$ cat src/rtl/iot_tty_pkg.sv
package iot_tty_pkg;
  localparam int WORD_W = 12;
  localparam int CHAR_W = 8;
  localparam int DEV_W  = 6;
  localparam int FN_W   = 3;
  localparam int OPC_W  = 3;

  // function mask bit positions
  localparam int FN_SKIP_BIT = 0;
  localparam int FN_CLR_BIT  = 1;
  localparam int FN_XFER_BIT = 2;

  typedef struct packed {
    logic zero;  // whole mask is 0
    logic xfer;
    logic clr;
    logic skip;
  } fn_req_t;
endpackage

$ cat src/rtl/iot_decode.sv
module iot_decode
  import iot_tty_pkg::*;
#(
  parameter int             W_WORD  = WORD_W,
  parameter logic [2:0]     OPCODE  = 3'o6,
  parameter int             NDEV    = 2,
  parameter logic [NDEV*DEV_W-1:0] DEV_IDS = {6'o04, 6'o03}
) (
  input  logic            iot_valid,
  input  logic [W_WORD-1:0] instr,
  output logic [NDEV-1:0] dev_sel,
  output fn_req_t         fn
);
  localparam int FN_LSB  = 0;
  localparam int DEV_LSB = FN_LSB + FN_W;
  localparam int OPC_LSB = DEV_LSB + DEV_W;

  logic             is_iot;
  logic [DEV_W-1:0] dev_f;
  logic [FN_W-1:0]  fn_f;

  assign is_iot = iot_valid && (instr[OPC_LSB +: OPC_W] == OPCODE);
  assign dev_f  = instr[DEV_LSB +: DEV_W];
  assign fn_f   = instr[FN_LSB +: FN_W];

  for (genvar d = 0; d < NDEV; d++) begin : g_dev
    assign dev_sel[d] = is_iot && (dev_f == DEV_IDS[d*DEV_W +: DEV_W]);
  end

  assign fn.skip = fn_f[FN_SKIP_BIT];
  assign fn.clr  = fn_f[FN_CLR_BIT];
  assign fn.xfer = fn_f[FN_XFER_BIT];
  assign fn.zero = (fn_f == '0);
endmodule

$ cat src/rtl/iot_kbd_unit.sv
module iot_kbd_unit
  import iot_tty_pkg::*;
#(
  parameter int W_WORD = WORD_W,
  parameter int W_CHAR = CHAR_W
) (
  input  logic              clk,
  input  logic              rst_n,
  input  logic              sel,
  input  fn_req_t           fn,
  input  logic [W_WORD-1:0] ac_in,
  input  logic              kbd_valid,
  input  logic [W_CHAR-1:0] kbd_data,
  output logic              kbd_ready,
  output logic              flag,
  output logic [W_CHAR-1:0] char_q,
  output logic              skip,
  output logic              ac_we,
  output logic [W_WORD-1:0] ac_out,
  output logic              req
);
  localparam int PAD_W = W_WORD - W_CHAR;

  logic take, clr_now;
  logic [W_WORD-1:0] base;

  assign kbd_ready = !flag;
  assign take      = kbd_valid && !flag;
  assign clr_now   = sel && (fn.zero || fn.clr);

  always_ff @(posedge clk) begin
    if (!rst_n) begin
      flag   <= 1'b0;
      char_q <= '0;
    end else if (take) begin
      flag   <= 1'b1;
      char_q <= kbd_data;
    end else if (clr_now) begin
      flag   <= 1'b0;
    end
  end

  assign skip  = sel && fn.skip && flag;
  assign ac_we = sel && (fn.clr || fn.xfer);
  assign req   = sel && fn.clr;

  always_comb begin
    base = (sel && fn.clr) ? '0 : ac_in;
    if (sel && fn.xfer) ac_out = base | {{PAD_W{1'b0}}, char_q};
    else                ac_out = base;
  end
endmodule

$ cat src/rtl/iot_prn_unit.sv
module iot_prn_unit
  import iot_tty_pkg::*;
#(
  parameter int W_CHAR = CHAR_W
) (
  input  logic              clk,
  input  logic              rst_n,
  input  logic              sel,
  input  logic              fn_skip,
  input  logic              fn_clr,
  input  logic              fn_xfer,
  input  logic [W_CHAR-1:0] ac_lo,
  input  logic              prn_done,
  output logic              flag,
  output logic              prn_start,
  output logic [W_CHAR-1:0] prn_char,
  output logic              skip
);
  always_ff @(posedge clk) begin
    if (!rst_n) begin
      flag      <= 1'b0;
      prn_start <= 1'b0;
      prn_char  <= '0;
    end else begin
      if (prn_done)           flag <= 1'b1;
      else if (sel && fn_clr) flag <= 1'b0;
      prn_start <= sel && fn_xfer;
      if (sel && fn_xfer) prn_char <= ac_lo;
    end
  end

  assign skip = sel && fn_skip && flag;
endmodule

$ cat src/rtl/iot_tty_ctrl.sv
module iot_tty_ctrl
  import iot_tty_pkg::*;
#(
  parameter int          W_WORD  = WORD_W,
  parameter int          W_CHAR  = CHAR_W,
  parameter logic [5:0]  KBD_DEV = 6'o03,
  parameter logic [5:0]  PRN_DEV = 6'o04
) (
  input  logic              clk,
  input  logic              rst_n,
  input  logic              iot_valid,
  input  logic [W_WORD-1:0] instr,
  input  logic [W_WORD-1:0] ac_in,
  output logic [W_WORD-1:0] ac_out,
  output logic              ac_we,
  output logic              skip,
  input  logic              kbd_valid,
  input  logic [W_CHAR-1:0] kbd_data,
  output logic              kbd_ready,
  output logic              kbd_req,
  output logic              prn_start,
  output logic [W_CHAR-1:0] prn_char,
  input  logic              prn_done,
  input  logic              intr_en,
  output logic              irq
);
  localparam int KBD_IDX = 0;
  localparam int PRN_IDX = 1;
  localparam int NDEV    = 2;

  logic [NDEV-1:0]   dev_sel;
  fn_req_t           fn;
  logic              kbd_flag, prn_flag;
  logic              kbd_skip, prn_skip;
  logic [W_CHAR-1:0] kbd_char;

  iot_decode #(
    .W_WORD (W_WORD),
    .OPCODE (3'o6),
    .NDEV   (NDEV),
    .DEV_IDS({PRN_DEV, KBD_DEV})
  ) u_dec (
    .iot_valid(iot_valid),
    .instr    (instr),
    .dev_sel  (dev_sel),
    .fn       (fn)
  );

  iot_kbd_unit #(.W_WORD(W_WORD), .W_CHAR(W_CHAR)) u_kbd (
    .clk      (clk),
    .rst_n    (rst_n),
    .sel      (dev_sel[KBD_IDX]),
    .fn       (fn),
    .ac_in    (ac_in),
    .kbd_valid(kbd_valid),
    .kbd_data (kbd_data),
    .kbd_ready(kbd_ready),
    .flag     (kbd_flag),
    .char_q   (kbd_char),
    .skip     (kbd_skip),
    .ac_we    (ac_we),
    .ac_out   (ac_out),
    .req      (kbd_req)
  );

  iot_prn_unit #(.W_CHAR(W_CHAR)) u_prn (
    .clk      (clk),
    .rst_n    (rst_n),
    .sel      (dev_sel[PRN_IDX]),
    .fn_skip  (fn.skip),
    .fn_clr   (fn.clr),
    .fn_xfer  (fn.xfer),
    .ac_lo    (ac_in[W_CHAR-1:0]),
    .prn_done (prn_done),
    .flag     (prn_flag),
    .prn_start(prn_start),
    .prn_char (prn_char),
    .skip     (prn_skip)
  );

  assign skip = kbd_skip || prn_skip;
  assign irq  = intr_en && (kbd_flag || prn_flag);
endmodule

$ cat config.mk
export PLATFORM = sky130hd
export DESIGN_NAME = iot_tty_ctrl
export DESIGN_NICKNAME = d
export VERILOG_FILES = /design/src/rtl/iot_tty_pkg.sv /design/src/rtl/iot_decode.sv /design/src/rtl/iot_kbd_unit.sv /design/src/rtl/iot_prn_unit.sv /design/src/rtl/iot_tty_ctrl.sv
export SDC_FILE = /design/constraint.sdc
export NUM_CORES = 1
export LEC_CHECK = 0
export BUFFER_PORTS_ARGS = -buffer_cell sky130_fd_sc_hd__buf_2
export CAP_MARGIN = 20
export CELL_PAD_IN_SITES_DETAIL_PLACEMENT = 0
export CELL_PAD_IN_SITES_GLOBAL_PLACEMENT = 1
export CORE_AREA = 8 8 66 68
export CTS_BUF_LIST = sky130_fd_sc_hd__clkbuf_4 sky130_fd_sc_hd__clkbuf_8
export DETAILED_ROUTE_END_ITERATION = 7
export DIE_AREA = 0 0 74 76
export PLACE_DENSITY_LB_ADDON = 0.12
export SLEW_MARGIN = 25
export SYNTH_ARGS = -nofsm -noshare
export SYNTH_HDL_FRONTEND = slang
export SYNTH_HIERARCHICAL = 1
export SYNTH_SLANG_ARGS = --single-unit
export TNS_END_PERCENT = 30
$ cat constraint.sdc
create_clock -name clk -period 3.8 [get_ports clk]
set_input_delay 0.38 -clock clk [delete_from_list [all_inputs] [get_ports clk]]
set_output_delay 0.38 -clock clk [all_outputs]
set_load 0.005 [all_outputs]
==> results.json <==
{
  "status": "complete, no violations",
  "worstSkewPairLatency_ns": 0.29,
  "hold_slack_ns": 0.321,
  "rows": 22,
  "grt_pass1_vias": 1007,
  "ys_seq_elements": 19,
  "drt-wirelength-per-cell_um": 13.2,
  "p_leak_uw": 0.000657,
  "period_share_pct": 73.6,
  "ioPinCount": 64,
  "core_mm2": 0.00344,
  "irDropWorstVdd_uv": 133,
  "portBuffers": 63,
  "antenna_found_initial": 0,
  "synth_area_per_cell_um2": 8.78,
  "cts_buffers": 3,
  "die_w_um": 74,
  "final_common_cell": "buf_2",
  "layout-drive-gt1-share_pct": 46.5,
  "postCtsResizedCells": 0,
  "yosysWarnings": 6,
  "cts.sinks": 19,
  "timing.fmax_mhz": 358,
  "die-area_mm2": 0.00562,
  "slew_violations": 0,
  "drv_cap": 0,
  "wl_um": 2900,
  "setup_viol": 0,
  "r2r_slack_ns": 2.40,
  "grt_pass1_wl_um": 4570,
  "slew_headroom_pct": 41.6,
  "hold_violations": 0,
  "cts_setup_buffers": 0,
  "final_cell_mix": "buf_2 (63), nand2_1 (25), dfxtp_1 (19)",
  "cp_max_fo": 13,
  "remaining_drc_errors": 0,
  "worstSetupStartpointType": "input port",
  "synth_nets": 155,
  "finalClockSkew_ns": 0.000860,
  "grt_usage_pct": 10.1,
  "reg2reg_depth": 2,
  "synth_cell_types": 26,
  "vias": 979,
  "netlist_area_mm2": 0.00103,
  "clock_path_buffers": 2,
  "rsz0062_at_grt": "no",
  "critPathArrivalTime_ns": 2.42,
  "drt-pass1-iter-count": 3,
  "crit_path_frequent_cell": "buf_2",
  "period_minus_slack_ns": 2.80,
  "cp_slowest_cell": "nor4_1",
  "cts.clk_slew.worst_paths_ns": 0.11,
  "critPathRequiredTime_ns": 3.42,
  "antenna_left": 0,
  "cpPeakStageDelay_ns": 0.65,
  "worst_pin_slew_ns": 0.874,
  "clock-root-buffer": "clkbuf_4",
  "place.gp.congestion": 0.750,
  "fin_util_pct": 38.9,
  "synthTopCellsByArea": "dfxtp_1 (37%), nand2_1 (9.1%), mux2i_1 (7.8%), a22o_1 (6.8%), o21ai_2 (6.8%)",
  "hp-class": "in -> reg",
  "diodes": 0,
  "synth_top_area_cell": "dfxtp_1",
  "worstSetupPathType": "in -> out",
  "post-dp-hpwl_um": 2430,
  "viasPerCell": 4.45,
  "worstSetupEndpoint": "ac_out[0]",
  "cts_tree": "built",
  "die_height_um": 76,
  "hold_buffers": 0,
  "p_per_area_mw_per_mm2": 282,
  "finalSetupTns_ns": 0,
  "yosysTopAreaCellShare_pct": 37.0,
  "syn2layout_area_growth_pct": 30.3,
  "r2r_end": "u_kbd/char_q[4]",
  "grt_start_max_net_pins": 36,
  "fin_nets": 211,
  "cts.htree.levels": 1,
  "path_cells": "buf_2 -> or4b_1 -> nor4_1 -> nand2_2 -> a22o_1 -> buf_2",
  "gr-total-overflow": 0,
  "power_uw": 378,
  "setup.worst_path.end_class": "output pin",
  "startpoint": "instr[6]",
  "synthCells": 117,
  "start_util_pct": 29.9,
  "ys_seq_area_share_pct": 37.0,
  "reg2reg_from": "u_kbd/flag",
  "drt-initial-drc-count": 32
}
==> critical path, delay by kind of cell <==
kind | cells | cell delay (ns)
AO/OA/AOI/OAI | 1 | 0.31
buffers and inverters | 2 | 0.21
AND/OR/NAND/NOR | 3 | 1.50
==> where the power goes <==
group / internal [µW] / switching [µW] / total [µW]
Combinational: 31.4 / 28.1 / 59.6
Clock: 47.9 / 60.0 / 108
Sequential: 206 / 4.22 / 210
Total: 285 / 92.4 / 378
==> flip-flops by register name, summed over array words and instances (netlist names) <==
name and flops:
u_prn/flag 1, u_prn/prn_char 8, u_prn/prn_start 1, u_kbd/flag 1, u_kbd/char_q 8
==> worst min path at each step <==
stage | to | startpoint | slack [ns] | cells past startpoint
after global placement | u_prn/prn_char[2] | u_prn/prn_char[2] | 0.45 | 2
after detailed placement | u_prn/prn_char[2] | u_prn/prn_char[2] | 0.45 | 2
after CTS | u_kbd/char_q[2] | kbd_data[2] | 0.31 | 3
final | u_kbd/char_q[2] | kbd_data[2] | 0.32 | 3
after global routing | u_kbd/char_q[0] | kbd_data[0] | 0.31 | 3
after floorplan | u_kbd/char_q[0] | u_kbd/char_q[0] | 0.43 | 2
==> final cells by class <==
cell class                      instances  area (µm²)
Inverter                                3        11.3
Multi-Input combinational cell         82         534
Tap cell                               48        60.1
Fill cell                             384        2100
Sequential cell                        19         380
Clock buffer                            4        30.0
Timing Repair Buffer                   64         323
==> Yosys cell counts <==
cell       n
a21oi_1    1
a22o_1     8
a31oi_1    1
and2_1     5
and2_4     1
and3_1     2
and3_2     1
buf_2      2
buf_4      7
buf_6      4
dfxtp_1   19
inv_1      3
mux2i_1    8
nand2_1   25
nand2_2    1
nand2b_1   1
nand3b_1   1
nand4_1    8
nor2b_1    1
nor3_1     1
nor4_1     2
o21a_1     3
o21ai_1    2
o21ai_2    8
or2_1      1
or4b_1     1
==> per-layer routing <==
| layer | share of wire [%] | wire [µm] | vias up | track usage, % |
|---|---|---|---|---|
| met3 | 4.1 | 118 | 2 | 2.11 |
| met4 | 0.52 | 15 | 0 | 3.60 |
| met5 | 0 | 0 | - | 0 |
| li1 | - | - | 519 | - |
| met2 | 55 | 1600 | 15 | 18.8 |
| met1 | 40 | 1160 | 443 | 10.4 |
==> cells by family (layout without fill, tap and decap cells) <==
group | count (synthesis) | count (layout) | synth area share (%)
AOI/OAI and AO/OA | 23 | 23 | 17.9
and+or+nand+nor | 51 | 51 | 25.7
buffers and inverters | 16 | 71 | 11.6
DFF | 19 | 19 | 37.0
muxes | 8 | 8 | 7.80
==> stage by stage <==
step / cell area, µm² / setup slack [ns] / std cells
global placement: 1310 / 0.994 / 216
CTS: 1340 / 0.948 / 220
floorplan: 1030 / 1.44 / 117
global route: 1340 / 0.743 / 220
detailed placement: 1310 / 0.952 / 216
finish: 1340 / 1.00 / 220
Power figures use the tool's default switching activity.
